$ cat config.mk
export PLATFORM = sky130hd
export DESIGN_NAME = hz_branch_unit
export DESIGN_NICKNAME = d
export VERILOG_FILES = /design/src/rtl/hz_pkg.sv /design/src/rtl/hz_src_match.sv /design/src/rtl/hz_src_check.sv /design/src/rtl/hz_branch_unit.sv
export SDC_FILE = /design/constraint.sdc
export NUM_CORES = 1
export LEC_CHECK = 0
export ABC_AREA = 1
export BUFFER_PORTS_ARGS = -buffer_cell sky130_fd_sc_hd__buf_2
export CAP_MARGIN = 5
export CORE_AREA = 5 5 42 44
export DETAILED_ROUTE_END_ITERATION = 8
export DIE_AREA = 0 0 47 49
export PLACE_DENSITY = 0.66
export SLEW_MARGIN = 0
export SYNTH_ARGS = -nofsm -noshare
export SYNTH_HDL_FRONTEND = slang
export SYNTH_SLANG_ARGS = --single-unit
$ cat constraint.sdc
create_clock -name vclk -period 1.2
set_input_delay 0.12 -clock vclk [all_inputs]
set_output_delay 0.12 -clock vclk [all_outputs]
set_load 0.05 [all_outputs]
$ cat src/rtl/hz_pkg.sv
package hz_pkg;

    // Number of branch source operands fed to the decode comparator.
    localparam int unsigned NUM_SRC = 2;

    // Operand source for one comparator input.
    typedef enum logic {
        SRC_REGFILE = 1'b0,
        SRC_EXMEM   = 1'b1
    } cmp_src_e;

    // Decision for one branch source register.
    typedef struct packed {
        cmp_src_e sel;
        logic     stall;
    } src_verdict_t;

    // Stall/flush arbitration: a pending stall always wins.
    function automatic logic gate_flush(input logic branch,
                                        input logic taken,
                                        input logic stall);
        return branch & taken & ~stall;
    endfunction

endpackage

$ cat src/rtl/hz_src_match.sv
module hz_src_match #(
    parameter int unsigned REG_W = 5
) (
    input  logic [REG_W-1:0] src_i,
    input  logic [REG_W-1:0] prod_rd_i,
    input  logic             prod_wen_i,
    output logic             hit_o
);
    localparam logic [REG_W-1:0] ZERO_REG = '0;

    always_comb begin
        hit_o = prod_wen_i && (prod_rd_i != ZERO_REG) && (prod_rd_i == src_i);
    end
endmodule

$ cat src/rtl/hz_src_check.sv
module hz_src_check
    import hz_pkg::*;
#(
    parameter int unsigned REG_W = 5
) (
    input  logic             branch_i,
    input  logic [REG_W-1:0] src_i,
    input  logic [REG_W-1:0] ex_rd_i,
    input  logic             ex_wen_i,
    input  logic [REG_W-1:0] mem_rd_i,
    input  logic             mem_wen_i,
    input  logic             mem_load_i,
    output src_verdict_t     verdict_o
);
    logic ex_hit;
    logic mem_hit;

    hz_src_match #(.REG_W(REG_W)) u_ex_match (
        .src_i      (src_i),
        .prod_rd_i  (ex_rd_i),
        .prod_wen_i (ex_wen_i),
        .hit_o      (ex_hit)
    );

    hz_src_match #(.REG_W(REG_W)) u_mem_match (
        .src_i      (src_i),
        .prod_rd_i  (mem_rd_i),
        .prod_wen_i (mem_wen_i),
        .hit_o      (mem_hit)
    );

    always_comb begin
        verdict_o.sel   = SRC_REGFILE;
        verdict_o.stall = 1'b0;
        if (branch_i) begin
            // Result in execute is still being computed during the compare.
            // Load data in memory is not yet in the pipeline register.
            verdict_o.stall = ex_hit || (mem_hit && mem_load_i);
            if (mem_hit && !mem_load_i) begin
                verdict_o.sel = SRC_EXMEM;
            end
        end
    end
endmodule

$ cat src/rtl/hz_branch_unit.sv
module hz_branch_unit
    import hz_pkg::*;
#(
    parameter int unsigned REG_W = 5
) (
    input  logic             id_branch_i,
    input  logic [REG_W-1:0] id_rs_i,
    input  logic [REG_W-1:0] id_rt_i,
    input  logic             taken_i,
    input  logic [REG_W-1:0] ex_rd_i,
    input  logic             ex_wen_i,
    input  logic [REG_W-1:0] mem_rd_i,
    input  logic             mem_wen_i,
    input  logic             mem_load_i,
    output logic             fwd_a_o,
    output logic             fwd_b_o,
    output logic             stall_o,
    output logic             bubble_o,
    output logic             flush_o
);
    logic [REG_W-1:0] srcs [NUM_SRC];
    src_verdict_t     verdicts [NUM_SRC];
    logic [NUM_SRC-1:0] stall_vec;

    assign srcs[0] = id_rs_i;
    assign srcs[1] = id_rt_i;

    for (genvar s = 0; s < NUM_SRC; s++) begin : g_src
        hz_src_check #(.REG_W(REG_W)) u_check (
            .branch_i   (id_branch_i),
            .src_i      (srcs[s]),
            .ex_rd_i    (ex_rd_i),
            .ex_wen_i   (ex_wen_i),
            .mem_rd_i   (mem_rd_i),
            .mem_wen_i  (mem_wen_i),
            .mem_load_i (mem_load_i),
            .verdict_o  (verdicts[s])
        );
        assign stall_vec[s] = verdicts[s].stall;
    end

    always_comb begin
        fwd_a_o  = (verdicts[0].sel == SRC_EXMEM);
        fwd_b_o  = (verdicts[1].sel == SRC_EXMEM);
        stall_o  = |stall_vec;
        bubble_o = stall_o;
        flush_o  = gate_flush(id_branch_i, taken_i, stall_o);
    end
endmodule

==> results of run 1 <==
==> timing repair <==
action / in CTS / in global routing
resized for setup: 29 / 30
hold buffers: 0 / 0
setup buffers: 0 / 0
pin swaps: 12 / 13
endpoints found under the setup margin: 4 / 5
==> cell families (layout without fill, tap and decap cells) <==
kind of cell,Yosys count,after routing,share of synthesized area
AO/OA/AOI/OAI,4,4,0.0636
XOR/XNOR,5,5,0.101
buffers and inverters,23,55,0.208
AND/OR/NAND/NOR,68,68,0.627
==> layer usage <==
layer  GRT usage  wire length [um]
met1       0.141               560
met2       0.285               978
met3     0.00738                52
met4           0                 0
met5           0                 0
==> metrics by stage <==
step	cells	cell area, um2	setup TNS (ps)
after floorplan	100	460	-565
after global placement	148	646	-507
after detailed placement	148	646	-592
after CTS	148	738	-66.5
after global routing	148	825	-326
final	148	825	-58.2
==> where the power goes <==
group	leakage [nW]	internal, mW	switching (mW)
sequential	0	0	0
combinational	0.487	0.137	0.142
clock	0	0	0
==> worst max path at each step <==
stage	from	to	slack, ps	cells past startpoint
6_report	mem_rd_i[1]	bubble_o	-30	8
5_1_grt	ex_rd_i[3]	bubble_o	-110	10
4_1_cts	mem_rd_i[1]	fwd_a_o	-30	7
3_5_place_dp	ex_rd_i[1]	flush_o	-160	9
3_3_place_gp	ex_rd_i[1]	flush_o	-140	11
2_1_floorplan	mem_rd_i[0]	fwd_b_o	-230	6
==> worst min-delay path, stage by stage <==
cell and delay (ps):
buf_2 130, nor4_4 50, buf_6 140
==> layout make-up <==
type / count / area, um2 / area share
Timing Repair Buffer: 33 / 319 / 0.387
Multi-Input combinational cell: 77 / 400 / 0.486
Tap cell: 16 / 20.0 / 0.0243
Inverter: 22 / 85.1 / 0.103
==> layout by cell type, fill, tap and decap left out <==
cell     count
inv_1        9
xor2_1       1
nor2_4       1
nor2_2       2
nor2_1       7
buf_8        1
a21oi_4      1
nand3_2      1
xnor2_1      4
nor4_2       1
inv_4        1
nand2_1     46
nand4_1      1
buf_6       21
nand2_2      4
buf_4        5
nor4_4       1
a21oi_2      1
buf_2        6
o21ai_2      1
o21ai_1      1
nand3_1      4
inv_2       12
==> impl_metrics.json, run 1 <==
{
  "holdPathEnd": "fwd_a_o",
  "n_clock_buffer": 0,
  "timing.final.crit_share": 1.02,
  "setup_viol": 3,
  "min_from": "mem_load_i",
  "path_class": "primary input to output port",
  "die_h_um": 49,
  "p_leak_nw": 0.487,
  "ff_latch_area_um2": 0,
  "grt_pass1_wl_mm": 2.46,
  "cap_violations": 0,
  "drt_iter0_markers": 8,
  "crit_top_cell": "buf_6",
  "place_ws_ps": -160,
  "min_period_ps": 1230,
  "row_count": 14,
  "fmax_mhz": 814,
  "ys.warnings.count": 0,
  "wirelength_mm": 1.59,
  "core_area_mm2": 0.00140,
  "ys_seq_area_frac": 0,
  "die_w_um": 47,
  "peakVddDrop_v": 0.000160,
  "vias": 685,
  "dieArea_mm2": 0.00230,
  "synth_most_common_cell": "nand2_1",
  "grtUsageTotal": 0.135,
  "area.growth.synth_to_final_pct": 90.5,
  "finalPower_mw": 0.278,
  "synth_common_cells": "nand2_1, inv_1, nor2_1, nand3_1, xnor2_1",
  "synth.cell_area_um2": 433,
  "hold_class": "primary input to output port",
  "synth_fp_nets": 125,
  "maxSlewViolCount": 0,
  "crit_chain": "buf_6 -> xor2_1 -> nor2_1 -> nand3_1 -> nand2_1 -> nand2_2 -> a21oi_4 -> buf_6",
  "drcViolationCount": 0,
  "netlist_top_cells_area": "nand2_1, inv_1, nor2_1, xnor2_1, nand3_1",
  "setup_ws_ps": -28.4,
  "cp_data_required_time_ps": 1080,
  "grt_max_degree": 5,
  "critPathMaxFanout": 3,
  "power_density_mw_per_mm2": 338,
  "end_kind": "output port",
  "wire_per_inst_um": 10.8,
  "relSlewSlack": 0.856,
  "dp_hpwl_mm": 1.27,
  "path_buf_inv": 2,
  "status": "finished with violations",
  "failed_checks": "setup timing",
  "diodes": 0,
  "ioPinCount": 30,
  "drive_gt1_frac": 0.447,
  "syn_area_per_cell_um2": 4.33,
  "grt_pass1_vias": 637,
  "vias_per_cell": 4.63,
  "fin_nets": 159,
  "arrival_ps": 1110,
  "crit_family": "simple AND/OR/NAND/NOR gates",
  "grt_setup_unrepaired": "yes",
  "antenna_found_initial": 0,
  "hold_violations": 0,
  "netlist_instances": 100,
  "gp_congestion": 0.725,
  "yosys.cell_types.count": 15,
  "grt_overflow": 0,
  "synth_top_area_frac": 0.425,
  "start_util": 0.309,
  "drtAntennaViolNets": 0,
  "fin_util": 0.588,
  "seq_cell_count": 0,
  "tightest_slew_ps": 214,
  "dr.pass1.iters": 3,
  "cpPeakStageDelay_ps": 180,
  "holdWs_ps": 561,
  "yosysTopAreaCell": "nand2_1",
  "fillers": 143,
  "slowest_stage": "buf_6",
  "portBuffers": 30,
  "worstSetupStartpointType": "primary input",
  "hold_path_depth": 3
}
Note: power is estimated with default switching activity, not from simulation.
==> run 2: changes to the inputs <==
--- a/config.mk
+++ b/config.mk
@@ -8,10 +8,11 @@
 export ABC_AREA = 1
 export BUFFER_PORTS_ARGS = -buffer_cell sky130_fd_sc_hd__buf_2
 export CAP_MARGIN = 5
-export CORE_AREA = 5 5 42 44
+export CELL_PAD_IN_SITES_DETAIL_PLACEMENT = 0
+export CELL_PAD_IN_SITES_GLOBAL_PLACEMENT = 1
+export CORE_UTILIZATION = 27
 export DETAILED_ROUTE_END_ITERATION = 8
-export DIE_AREA = 0 0 47 49
-export PLACE_DENSITY = 0.66
+export PLACE_DENSITY_LB_ADDON = 0.1
 export SLEW_MARGIN = 0
 export SYNTH_ARGS = -nofsm -noshare
 export SYNTH_HDL_FRONTEND = slang
==> run 2 against run 1 <==
Effect of this change: the run still ends with setup timing left; clock-buffer cell count did not move; final cell count shrank 0.68%; global-route usage grew 1.7 points; largest power group unchanged; die area is 23% lower; critical path type unchanged; worst hold slack better by 30 ps; critical endpoint unchanged; via count decreased by 6.4%; combinational power decreased by 16%; cell area shrank 14%; first-iteration DRC count decreased by 25%; critical path depth did not move.
==> impl_metrics.json, run 2 (synthesis results as in run 1) <==
{
  "timing.final.crit_share": 1.07,
  "wire_per_inst_um": 8.86,
  "final_cell_mix": "nand2_1, buf_2, inv_1",
  "min_from": "mem_load_i",
  "layout_commonest_cell": "nand2_1",
  "vias": 641,
  "power_density_mw_per_mm2": 330,
  "place_area_um2": 638,
  "grt_pass1_vias": 568,
  "crit_chain": "buf_6 -> xor2_1 -> nor2_1 -> nand3_1 -> nand2_1 -> nand2_2 -> a21oi_4 -> buf_6",
  "relSlewSlack": 0.826,
  "cp_data_required_time_ps": 1080,
  "hold_class": "primary input to output port",
  "fin_util": 0.468,
  "drt_iter0_markers": 6,
  "ff_latch_area_um2": 0,
  "failed_checks": "setup timing",
  "area.growth.synth_to_final_pct": 63.0,
  "grt_max_degree": 5,
  "drcViolationCount": 0,
  "critPathMaxFanout": 3,
  "row_count": 14,
  "hold_path_depth": 3,
  "end_kind": "output port",
  "start_util": 0.287,
  "gp_congestion": 0.716,
  "p_int_mw": 0.103,
  "holdPathEnd": "fwd_a_o",
  "path_buf_inv": 2,
  "seq_cell_count": 0,
  "drtAntennaViolNets": 0,
  "grt_pass1_wl_mm": 2.18,
  "n_clock_buffer": 0,
  "wirelength_mm": 1.30,
  "cap_violations": 0,
  "vias_per_cell": 4.36,
  "die_h_um": 42.0,
  "power_frac_seq": 0,
  "dr.pass1.iters": 4,
  "fin_area_um2": 706,
  "cpPeakStageDelay_ps": 180,
  "post_cts_buffers": 0,
  "tightest_slew_ps": 258,
  "p_leak_nw": 0.459,
  "setup_tns_ps": -189,
  "cp-startpoint": "mem_rd_i[1]",
  "peakVddDrop_v": 0.000108,
  "slowest_stage": "a21oi_4",
  "hold_violations": 0,
  "maxSlewViolCount": 0,
  "grtUsageTotal": 0.152,
  "portBuffers": 30,
  "crit_top_cell": "buf_6",
  "path_class": "primary input to output port",
  "power.share.combinational": 1.000,
  "fin_nets": 158,
  "worstSetupStartpointType": "primary input",
  "fmax_mhz": 779,
  "crit_family": "simple AND/OR/NAND/NOR gates",
  "p_clk_frac": 0,
  "antenna_found_initial": 0,
  "dp_hpwl_mm": 1.15,
  "arrival_ps": 1160,
  "setup_viol": 3,
  "switching_share": 0.559,
  "grt_overflow": 0,
  "core_area_mm2": 0.00151,
  "power_switching_mw": 0.130,
  "ioPinCount": 30,
  "status": "finished with violations",
  "drive_gt1_frac": 0.351,
  "place_ws_ps": -134,
  "diodes": 0,
  "grt_setup_unrepaired": "yes",
  "setup_ws_ps": -83.5,
  "dieArea_mm2": 0.00177,
  "die_w_um": 42.0,
  "finalPower_mw": 0.233,
  "min_period_ps": 1280
}
==> run 2: cell types whose count changed in the layout (fill, tap and decap cells not counted), moves of 2 or more <==
cell,before,now
nand2_1,46,48
buf_6,21,7
nand2_2,4,2
inv_1,9,18
buf_2,6,19
inv_2,12,4
==> run 2: worst max path at each step <==
| stage | endpoint | cells after the start |
|---|---|---|
| global placement | bubble_o | 8 |
| detailed placement | flush_o | 9 |
| finish | bubble_o | 8 |
| global route | bubble_o | 8 |
| floorplan | fwd_b_o | 6 |
| CTS | stall_o | 8 |
==> run 2: what timing repair did <==
action / 4_1_cts / 5_1_grt
hold buffers: 0 / 0
setup endpoints to repair: 5 / 5
resized for setup: 14 / 10
pin swaps: 0 / 8
==> run 2: power by group through the flow <==
stage / Sequential, mW / Clock (mW) / Combinational [mW]
final: 0 / 0 / 0.233
after detailed placement: 0 / 0 / 0.210
after CTS: 0 / 0 / 0.227
after floorplan: 0 / 0 / 0.121
after global placement: 0 / 0 / 0.208
after global routing: 0 / 0 / 0.262
==> run 2: tightest hold or removal path, delay by kind of cell <==
family / cells / cell delay, ps
buffers and inverters: 2 / 300
and+or+nand+nor: 1 / 50
==> run 2: final cells by class <==
class | count | area, um2
tap | 16 | 20.0
timing repair buffer | 32 | 219
inverter | 22 | 82.6
multi-input combinational | 77 | 384
fill | 176 | 801
==> run 2: layer usage <==
| metal | part of all wire | track usage | vias to the layer above | routed length [um] |
|---|---|---|---|---|
| met2 | 0.45 | 0.278 | 18 | 591 |
| met3 | 0.048 | 0.00431 | 2 | 63 |
| met1 | 0.48 | 0.205 | 265 | 628 |
| met5 | 0 | 0 | - | 0 |
| li1 | - | - | 356 | - |
| met4 | 0.015 | 0.0188 | 0 | 19 |
==> run 2: per-stage QoR <==
stage	instances	hold WS (ps)
after floorplan	100	345
after global placement	147	596
after detailed placement	147	608
after CTS	147	595
after global routing	147	613
final	147	591
